$ cat src/rtl/nbit_uart_rx_pkg.sv
// Shared types for the nine-bit serial receiver.
// Assumes: nothing beyond IEEE 1800-2017 packages.
package nbit_uart_rx_pkg;

    // Receiver sequencing states
    typedef enum logic [1:0] {
        RX_IDLE  = 2'd0,
        RX_START = 2'd1,
        RX_DATA  = 2'd2,
        RX_STOP  = 2'd3
    } rx_state_t;

endpackage

$ cat src/rtl/nbit_uart_rx_sampler.sv
// Line synchroniser and frame sequencer.
// Confirms the start bit at mid-bit, then samples each data bit and the stop
// bit at the end of a further full bit time. It raises frame_done for one
// cycle with the assembled word.
// Assumes: tick pulses OVS times per bit and OVS is even; en low forces idle.
module nbit_uart_rx_sampler
    import nbit_uart_rx_pkg::*;
#(
    parameter int DATA_W = 8,
    parameter int OVS    = 16
) (
    input  logic              clk,
    input  logic              rst_n,
    input  logic              en,
    input  logic              tick,
    input  logic              line_raw,
    input  logic              nine,
    output logic              frame_done,
    output logic [DATA_W-1:0] frame_data,
    output logic              frame_b9,
    output logic              frame_ferr
);
    localparam int CW = $clog2(OVS);
    localparam int IW = $clog2(DATA_W + 1);
    localparam logic [CW-1:0] HALF = CW'(OVS / 2 - 1);
    localparam logic [CW-1:0] LAST = CW'(OVS - 1);

    logic [1:0]      sync_q;
    logic            line;
    rx_state_t       state_q;
    logic [CW-1:0]   cnt_q;
    logic [IW-1:0]   idx_q;
    logic [IW-1:0]   last_idx;
    logic [DATA_W:0] shreg_q;
    logic            armed_q;

    assign line     = sync_q[1];
    assign last_idx = nine ? IW'(DATA_W) : IW'(DATA_W - 1);

    // Two-stage synchroniser for the asynchronous line
    always_ff @(posedge clk) begin
        if (!rst_n) sync_q <= 2'b11;
        else        sync_q <= {sync_q[0], line_raw};
    end

    // Frame sequencer: start check, data shifting, stop sampling
    always_ff @(posedge clk) begin
        if (!rst_n) begin
            state_q    <= RX_IDLE;
            cnt_q      <= '0;
            idx_q      <= '0;
            shreg_q    <= '0;
            armed_q    <= 1'b0;
            frame_done <= 1'b0;
            frame_ferr <= 1'b0;
        end else begin
            frame_done <= 1'b0;
            if (!en) begin
                state_q <= RX_IDLE;
                cnt_q   <= '0;
                armed_q <= 1'b0;
            end else if (tick) begin
                case (state_q)
                    RX_IDLE: begin
                        cnt_q <= '0;
                        if (line)         armed_q <= 1'b1;
                        else if (armed_q) state_q <= RX_START;
                    end
                    RX_START: begin
                        if (cnt_q == HALF) begin
                            cnt_q <= '0;
                            if (!line) begin
                                state_q <= RX_DATA;
                                idx_q   <= '0;
                                shreg_q <= '0;
                            end else begin
                                state_q <= RX_IDLE;
                            end
                        end else begin
                            cnt_q <= cnt_q + 1'b1;
                        end
                    end
                    RX_DATA: begin
                        if (cnt_q == LAST) begin
                            cnt_q          <= '0;
                            shreg_q[idx_q] <= line;
                            if (idx_q == last_idx) state_q <= RX_STOP;
                            else                   idx_q   <= idx_q + 1'b1;
                        end else begin
                            cnt_q <= cnt_q + 1'b1;
                        end
                    end
                    default: begin
                        if (cnt_q == LAST) begin
                            cnt_q      <= '0;
                            state_q    <= RX_IDLE;
                            armed_q    <= 1'b0;
                            frame_done <= 1'b1;
                            frame_ferr <= !line;
                        end else begin
                            cnt_q <= cnt_q + 1'b1;
                        end
                    end
                endcase
            end
        end
    end

    assign frame_data = shreg_q[DATA_W-1:0];
    assign frame_b9   = shreg_q[DATA_W];

endmodule

$ cat src/rtl/nbit_uart_rx_fifo.sv
// Small holding buffer, oldest entry presented at the head.
// A push is ignored when full and a pop is ignored when empty.
// Assumes: DEPTH is a power of two.
module nbit_uart_rx_fifo #(
    parameter int W     = 10,
    parameter int DEPTH = 2
) (
    input  logic                       clk,
    input  logic                       rst_n,
    input  logic                       push,
    input  logic [W-1:0]               din,
    input  logic                       pop,
    output logic [W-1:0]               head,
    output logic                       empty,
    output logic                       full,
    output logic [$clog2(DEPTH+1)-1:0] level
);
    localparam int PW = (DEPTH > 1) ? $clog2(DEPTH) : 1;
    localparam int LW = $clog2(DEPTH + 1);

    logic [W-1:0]  mem_q [DEPTH];
    logic [PW-1:0] wr_q, rd_q;
    logic [LW-1:0] lvl_q;
    logic          do_push, do_pop;

    assign empty   = (lvl_q == '0);
    assign full    = (lvl_q == LW'(DEPTH));
    assign do_push = push && !full;
    assign do_pop  = pop && !empty;
    assign head    = mem_q[rd_q];
    assign level   = lvl_q;

    // Storage, pointers and fill level
    always_ff @(posedge clk) begin
        if (!rst_n) begin
            wr_q  <= '0;
            rd_q  <= '0;
            lvl_q <= '0;
            for (int i = 0; i < DEPTH; i++) mem_q[i] <= '0;
        end else begin
            if (do_push) begin
                mem_q[wr_q] <= din;
                wr_q        <= wr_q + 1'b1;
            end
            if (do_pop) rd_q <= rd_q + 1'b1;
            lvl_q <= lvl_q + LW'(do_push) - LW'(do_pop);
        end
    end

endmodule

$ cat src/rtl/nbit_uart_rx.sv
// Top of the nine-bit serial receiver.
// Applies the address filter to finished frames, loads accepted words into
// the holding buffer, keeps the sticky overrun flag and drives the head word
// onto the outputs, forced to zero while the buffer is empty.
// Assumes: baud_tick is generated outside at OVS ticks per bit.
module nbit_uart_rx #(
    parameter int DATA_W = 8,
    parameter int OVS    = 16,
    parameter int DEPTH  = 2
) (
    input  logic              clk,
    input  logic              rst_n,
    input  logic              rx_line,
    input  logic              baud_tick,
    input  logic              port_en,
    input  logic              nine_bit_en,
    input  logic              cont_rx_en,
    input  logic              addr_det_en,
    input  logic              host_rd,
    output logic [DATA_W-1:0] rd_data,
    output logic              rd_bit9,
    output logic              data_ready,
    output logic              framing_err,
    output logic              overrun_err
);
    localparam int WW = DATA_W + 2;
    localparam int LW = $clog2(DEPTH + 1);

    logic              frame_done, frame_b9, frame_ferr;
    logic [DATA_W-1:0] frame_data;
    logic [WW-1:0]     head;
    logic              empty, full, wanted, push, ovr_q;
    logic [LW-1:0]     level;

    nbit_uart_rx_sampler #(.DATA_W(DATA_W), .OVS(OVS)) i_sampler (
        .clk        (clk),
        .rst_n      (rst_n),
        .en         (port_en && cont_rx_en),
        .tick       (baud_tick),
        .line_raw   (rx_line),
        .nine       (nine_bit_en),
        .frame_done (frame_done),
        .frame_data (frame_data),
        .frame_b9   (frame_b9),
        .frame_ferr (frame_ferr)
    );

    // Address filter drops nine-bit frames with a clear ninth bit
    assign wanted = frame_done && !(nine_bit_en && addr_det_en && !frame_b9);
    assign push   = wanted && !ovr_q && !full;

    nbit_uart_rx_fifo #(.W(WW), .DEPTH(DEPTH)) i_fifo (
        .clk   (clk),
        .rst_n (rst_n),
        .push  (push),
        .din   ({frame_ferr, frame_b9, frame_data}),
        .pop   (host_rd),
        .head  (head),
        .empty (empty),
        .full  (full),
        .level (level)
    );

    // Sticky overrun flag, cleared only by dropping continuous receive
    always_ff @(posedge clk) begin
        if (!rst_n)                           ovr_q <= 1'b0;
        else if (!cont_rx_en)                 ovr_q <= 1'b0;
        else if (wanted && !ovr_q && full)    ovr_q <= 1'b1;
    end

    assign data_ready  = !empty;
    assign rd_data     = empty ? '0 : head[DATA_W-1:0];
    assign rd_bit9     = !empty && head[DATA_W];
    assign framing_err = !empty && head[DATA_W+1];
    assign overrun_err = ovr_q;

endmodule

$ cat config.mk
export PLATFORM = sky130hd
export DESIGN_NAME = nbit_uart_rx
export DESIGN_NICKNAME = d
export VERILOG_FILES = /design/src/rtl/nbit_uart_rx_pkg.sv /design/src/rtl/nbit_uart_rx_sampler.sv /design/src/rtl/nbit_uart_rx_fifo.sv /design/src/rtl/nbit_uart_rx.sv
export SDC_FILE = /design/constraint.sdc
export NUM_CORES = 1
export LEC_CHECK = 0
export BUFFER_PORTS_ARGS = -buffer_cell sky130_fd_sc_hd__buf_4
export CAP_MARGIN = 20
export CORE_MARGIN = 1.5
export CORE_UTILIZATION = 45
export CTS_CLUSTER_DIAMETER = 40
export DETAILED_ROUTE_END_ITERATION = 10
export PLACE_DENSITY_LB_ADDON = 0.08
export RECOVER_POWER = 50
export SLEW_MARGIN = 20
export SYNTH_ARGS = -nofsm -noshare
export SYNTH_HDL_FRONTEND = slang
export SYNTH_SLANG_ARGS = --single-unit
$ cat constraint.sdc
create_clock -name clk -period 2.2 [get_ports clk]
set_input_delay 0 -clock clk [delete_from_list [all_inputs] [get_ports clk]]
set_output_delay 0 -clock clk [all_outputs]
set_load 0.01 [all_outputs]
* Word level (Yosys, flattened, before mapping)
Memory sizes are Yosys's and may differ from the RTL's. A register that Yosys moved wholly into a read port is not among the register bits.
Cells that the tools add are included.
** Cells by class
- Div/mod/pow operators :: 0
- Bitwise gates (word level) :: 5
- Add/sub/neg operators :: 6
- Magnitude comparators :: 2
- Shift operators :: 0
- Equality and inequality tests :: 14
- $mul :: 0
- Reduce and logical (&&, ||, !) cells :: 34
- Multiplexer cells :: 38
** Operator list (number)
- two-way mux 4 bit :: 7
- two-way mux 9 bit :: 3
- case mux 9 bit (2 select lines) :: 1
- case mux 4 bit (2 select lines) :: 2
- two-way mux 2 bit :: 7
- AND reduction 7 bit :: 2
- logical AND 1 bit :: 12
- two-way mux 1 bit :: 12
- two-way mux 10 bit :: 1
- != test 2 x 1 -> 1 bit, second input constant :: 5
- OR reduction 10 bit :: 1
- bitwise mux 9 bit :: 1
- adder 4 x 1 -> 4 bit, second input constant :: 2
- two-way mux 8 bit :: 1
- AND reduction 4 bit :: 2
- logical NOT 1 bit :: 6
- != test 2 bit, second input constant :: 3
- case mux 2 bit (3 select lines) :: 1
- AND reduction 6 bit :: 1
- OR reduction 6 bit :: 1
- < comparator 4 x 5 -> 1 bit, second input constant :: 1
- NOT 1 bit :: 5
- demux 1 bit (select 4 bit) :: 1
- equality test 2 bit, second input constant :: 2
- other kinds (15) :: 19
** Storage, ports and cells
- Flip-flop bits (word level) :: 29
- Memory bits (writable) :: 20
- Bits of input ports :: 9
- Bits in read-only memories :: 0
- Memories :: 1
- Output and inout port bits :: 12
- Latch bits :: 0
** Memory list
- i_fifo.mem_q :: words 2, width 10, rd ports 1, clocked after memory_dff 1, wr ports 2, RTL line nbit_uart_rx_fifo.sv:21 : logic [W-1:0] mem_q [DEPTH];

* Depth between registers and ports, before layout
- Depth after elaboration :: 12
- Mapped depth :: 8
- Depth with buffers taken out :: 7

* By module
Synthesis repeated with hierarchy kept, for this count alone.
** Second synthesis, totals
- Cells, all modules :: 268
- Area, all modules :: 2612.5 um^2
** Modules (own cells, without submodules)
- nbit_uart_rx_sampler :: cells each 158, seq. area each 480.5 um^2, times used 1, area each 1377.6 um^2
- nbit_uart_rx_fifo :: cells each 91, seq. area each 700.7 um^2, times used 1, area each 1097.3 um^2
- nbit_uart_rx :: cells each 19, seq. area each 20.0 um^2, times used 1, area each 137.6 um^2

* Least setup slack after synthesis
OpenSTA, ideal clock, no wires.
- Path kind :: flip-flop to flip-flop
- Start :: register i_fifo.lvl_q[1], in the netlist i_fifo.level[1]
- End :: memory i_fifo.mem_q[0][0] (enable)
- Stages on the path, launching flop included :: 5
- Library setup time :: 391 ps
- Data arrival time :: 1619 ps
- Setup slack :: 190 ps
- Buffers on the path :: 1
- Cell sequence :: dfxtp_1 > nor2b_1 > nand4bb_1 > clkbuf_1 > o21ai_0
** RTL lines
- start, declared :: RTL line nbit_uart_rx_fifo.sv:23 : logic [LW-1:0] lvl_q;
- start signal, assigned :: RTL line nbit_uart_rx_fifo.sv:46 : lvl_q <= lvl_q + LW'(do_push) - LW'(do_pop);
- end, declared :: RTL line nbit_uart_rx_fifo.sv:21

* Worst setup path in the final report
- Start :: register i_sampler.state_q[1]
- End :: register i_sampler.state_q[1]
** Between the ends
- Cells in the longest elaborated chain, start to end :: 3
- Elaborated cells between the ends (all ways) :: 11
- Classes of those cells :: eq/ne: 7; mux: 1; reduce/logical: 3
** RTL lines
- start, declared :: RTL line nbit_uart_rx_sampler.sv:30 : rx_state_t state_q;
- start signal, assigned :: RTL line nbit_uart_rx_sampler.sv:49 : state_q <= RX_IDLE;
- start signal, assigned :: RTL line nbit_uart_rx_sampler.sv:59 : state_q <= RX_IDLE;
- start signal, assigned :: RTL line nbit_uart_rx_sampler.sv:67 : else if (armed_q) state_q <= RX_START;
- equality test 2 bit, or another cell as far along :: RTL line nbit_uart_rx_sampler.sv:63 : case (state_q)
- != test 2 x 1 -> 1 bit (no line), or another cell as far along
- AND reduction 7 bit (no line)
Several ways; a longest one is shown, not always the timed one.
A chain may end at the register's enable or synchronous reset.

==> impl_metrics.csv <==
group,metric,value,unit
die,design.die.area,6040,µm²
detailed_routing,dr.pass1.iters,4,
placement,pre_cts_slack,118,ps
finish,syn2layout_area_growth,12.8,%
placement,place.detailed.instances,348,
clock_network,cts_htree_levels,2,
detailed_routing,avgRoutedWirePerCell,13.1,µm
global_routing,grt_overflow_total,0,
detailed_routing,via_count,1861,
detailed_routing,antenna_violating_nets_post_route,0,
placement,numPortBuffers,20,
placement,placement.cell_area,2760,µm²
sta,totalNegativeSetupSlack,0,ps
die,die_width,77.7,µm
worst_hold_path,worst_hold_startpoint,"baud_tick",
clock_network,cts.repair_timing.setup_buffer_count,0,
power_and_ir_drop,power.ir.vdd_worst,0.257,mV
critical_path,cp_data_required_time,2430,ps
logic_synthesis,yosys.cell_types.count,48,
sta,final_hold_viol_count,0,
die,core.rowCount,27,
logic_synthesis,synth.cell_area,2510,µm²
detailed_routing,postRouteWirelength,4.71,mm
power_and_ir_drop,power.leakage,0.969,nW
clock_network,cts_buffer_depth,2,
critical_path,critPathCaptureType,"flop",
critical_path,start_kind,"flop",
logic_synthesis,syn_nets,278,
global_routing,grt_pass1_wl,8.16,mm
critical_path,cp.arrival,2300,ps
die,die_height,77.7,µm
finish,finalCoreUtilization,52.1,%
placement,post-dp-hpwl,3.35,mm
sta,worst_slack,128,ps
finish,finalNonFillerCells,360,
finish,design.final.nets,306,
critical_path,critical_path_peak_fanout,7,
power_and_ir_drop,internal_power,1.31,mW
placement,place_congestion,0.864,
clock_network,root_buffer,"sky130_fd_sc_hd__clkbuf_8",
critical_path,critical_path_class,"reg -> reg",
sta,worst-slew-pin-transition,724,ps
global_routing,gr-usage-all-layers,17.1,%
die,coreArea,5440,µm²
finish,fillCellCount,535,
detailed_routing,number_of_remaining_drc_errors,0,
die,floorplan.initialDensity,46.2,%
logic_synthesis,synth.avg_cell_area,9.71,µm²
logic_synthesis,number_of_enable_type_register_cells_in_the_synthesized_netlist,20,
finish,n_antenna_cell,0,
detailed_routing,detail_route.iter0.violations,84,
clock_network,clock_tree_from_tritoncts,"yes",
power_and_ir_drop,power.sequential.fraction,57.8,%
power_and_ir_drop,sw_frac_of_total,25.6,%
die,count_of_pins_on_the_block_boundary,21,
clock_network,cts_made_buffers,5,
critical_path,timing.critical_path.from,"i_sampler.state_q[1]$_SDFFE_PN0P_",
power_and_ir_drop,switchingPower,0.450,mW
sta,max_freq,0.483,GHz
clock_network,clkSinkCount,50,
clock_network,clk_pin_slew,100,ps
sta,min_period_over_period,94.2,%
clock_network,worst_skew_pair.late_latency,300,ps
power_and_ir_drop,cellPowerDensity,621,nW/µm²
power_and_ir_drop,clockPowerShare,31.1,%
sta,worst_clock_skew,11.4,ps
global_routing,initial_antenna_violation_count,0,
global_routing,via_count_of_the_first_global_routing_pass,1781,
worst_hold_path,holdCritPathClass,"in -> reg",
logic_synthesis,async_flop_share,0,%
sta,grt_setup_unrepaired,"no",
logic_synthesis,synth.yosys.warnings,0,
global_routing,grt_max_degree,19,
sta,maxSlewViolCount,0,
logic_synthesis,synthFlopType,"sky130_fd_sc_hd__dfxtp_1",
status,run_status,"finished clean",
detailed_routing,drt-vias-per-instance,5.17,
logic_synthesis,netlist_instances,259,
power_and_ir_drop,power_frac_comb,11.1,%
finish,stdcell_area,2840,µm²
power_and_ir_drop,finalPower,1.76,mW
flow_run,maxCapViolCount,0,
sta,finalSetupViolations,0,
sta,timing.slew.headroom,51.7,%
sta,worst_hold_slack_after_final_layout,26.7,ps
sta,layout_min_cycle_time,2070,ps
critical_path,worstReg2RegStart,"i_sampler.state_q[1]$_SDFFE_PN0P_",
logic_synthesis,ys_seq_area_share,47.8,%
finish,final_layout_size_suffix_gt1_share,10.8,%
logic_synthesis,ys_seq_elements,50,
[flip-flops by register name (all words and copies together) (netlist names), named ones only]
signal	flops
i_fifo.mem_q	20
i_sampler.cnt_q	4
i_sampler.shreg_q	9
i_sampler.frame_ferr	1
i_sampler.frame_done	1
i_fifo.rd_q	1
i_sampler.sync_q	2
i_sampler.state_q	2
i_sampler.armed_q	1
i_sampler.idx_q	4
i_fifo.wr_q	1
i_fifo.level	2
overrun_err	1
[cells in the final DEF, fill, tap and decap left out, types with 11 or more instances in the layout]
cell,instances
sky130_fd_sc_hd__a21oi_1,16
sky130_fd_sc_hd__and2_1,20
sky130_fd_sc_hd__buf_4,11
sky130_fd_sc_hd__clkbuf_1,15
sky130_fd_sc_hd__dfxtp_1,29
sky130_fd_sc_hd__edfxtp_1,20
sky130_fd_sc_hd__inv_1,11
sky130_fd_sc_hd__mux2i_1,11
sky130_fd_sc_hd__nand2_1,17
sky130_fd_sc_hd__nor2_1,25
sky130_fd_sc_hd__o21ai_0,13
[per-layer routing]
| metal | global-route usage [%] | vias to the layer above | share of wire (%) |
|---|---|---|---|
| met5 | 0 | - | 0 |
| met4 | 6.00 | 0 | 1.4 |
| met3 | 3.18 | 5 | 2.6 |
| met2 | 30.3 | 25 | 49 |
| met1 | 20.6 | 863 | 47 |
| li1 | - | 968 | - |
[synth_stat cells (2+ instances only)]
cell type / count / area share (%)
sky130_fd_sc_hd__a21boi_0: 7 / 2.1
sky130_fd_sc_hd__a21oi_1: 16 / 3.2
sky130_fd_sc_hd__and2_1: 21 / 5.2
sky130_fd_sc_hd__clkbuf_1: 7 / 1.0
sky130_fd_sc_hd__dfxtp_1: 30 / 24
sky130_fd_sc_hd__edfxtp_1: 20 / 24
sky130_fd_sc_hd__ha_1: 10 / 5.0
sky130_fd_sc_hd__inv_1: 11 / 1.6
sky130_fd_sc_hd__mux2i_1: 11 / 4.4
sky130_fd_sc_hd__nand2_1: 17 / 2.5
sky130_fd_sc_hd__nand2b_1: 4 / 1.0
sky130_fd_sc_hd__nand3_1: 8 / 1.6
sky130_fd_sc_hd__nand3b_1: 4 / 1.2
sky130_fd_sc_hd__nand4_1: 2 / 0.50
sky130_fd_sc_hd__nand4b_1: 2 / 0.70
sky130_fd_sc_hd__nand4bb_1: 2 / 0.90
sky130_fd_sc_hd__nor2_1: 25 / 3.7
sky130_fd_sc_hd__nor2b_1: 5 / 1.2
sky130_fd_sc_hd__nor3_1: 3 / 0.60
sky130_fd_sc_hd__nor4_1: 5 / 1.2
sky130_fd_sc_hd__o21ai_0: 13 / 2.6
sky130_fd_sc_hd__o22ai_1: 4 / 1.0
sky130_fd_sc_hd__o32ai_1: 2 / 0.70
sky130_fd_sc_hd__or2b_2: 3 / 1.0
sky130_fd_sc_hd__xnor2_1: 3 / 1.0
sky130_fd_sc_hd__xor2_1: 2 / 0.70
[final timing paths]
check / end / slack (ps) / cells after the start
setup / recovery: i_sampler.state_q[1]$_SDFFE_PN0P_ / 130 / 7
hold reg to reg: i_sampler.sync_q[1]$_SDFF_PN1_ / 440 / 1
hold / removal: i_sampler.cnt_q[1]$_SDFFE_PN0P_ / 30 / 3
setup reg to reg: i_sampler.state_q[1]$_SDFFE_PN0P_ / 130 / 7
[critical path: stages (launching register included)]
cell and delay [ps]:
sky130_fd_sc_hd__dfxtp_2 380, sky130_fd_sc_hd__inv_1 70, sky130_fd_sc_hd__ha_1 270, sky130_fd_sc_hd__or2b_2 370
sky130_fd_sc_hd__o21ai_2 90, sky130_fd_sc_hd__nand4_2 140, sky130_fd_sc_hd__or4b_1 540, sky130_fd_sc_hd__a21oi_1 140
[cell type report]
type                            count  area, µm²  share of cell area [%]
Timing Repair Buffer               32        189                    6.66
Tap cell                           72       90.1                    3.18
Sequential cell                    50       1200                    42.4
Inverter                           12       45.0                    1.59
Clock inverter                      3       25.0                   0.883
Clock buffer                        5       68.8                    2.43
Multi-Input combinational cell    186       1210                    42.9
[power groups by stage]
| stage | logic, mW | clock network [mW] | registers (mW) |
|---|---|---|---|
| after floorplan | 0.143 | 0 | 1.02 |
| after global placement | 0.224 | 0 | 1.04 |
| after detailed placement | 0.224 | 0 | 1.04 |
| after CTS | 0.230 | 0.571 | 1.02 |
| after global routing | 0.220 | 0.607 | 1.02 |
| final | 0.195 | 0.547 | 1.02 |
[cells by family after synthesis]
family | synth area share, %
buf+inv | 3.98
simple gates | 23.9
flops | 47.8
xor+xnor | 1.74
mux | 4.38
fa+ha+maj | 4.98
compound gates | 13.2
[repair_timing]
action | 4_1_cts | 5_1_grt
hold endpoints to repair | 3 | 0
resized for setup | 0 | 2
hold buffers | 4 | 0
endpoints found under the setup margin | 0 | 2
Note: power is estimated with default switching activity, not from simulation.
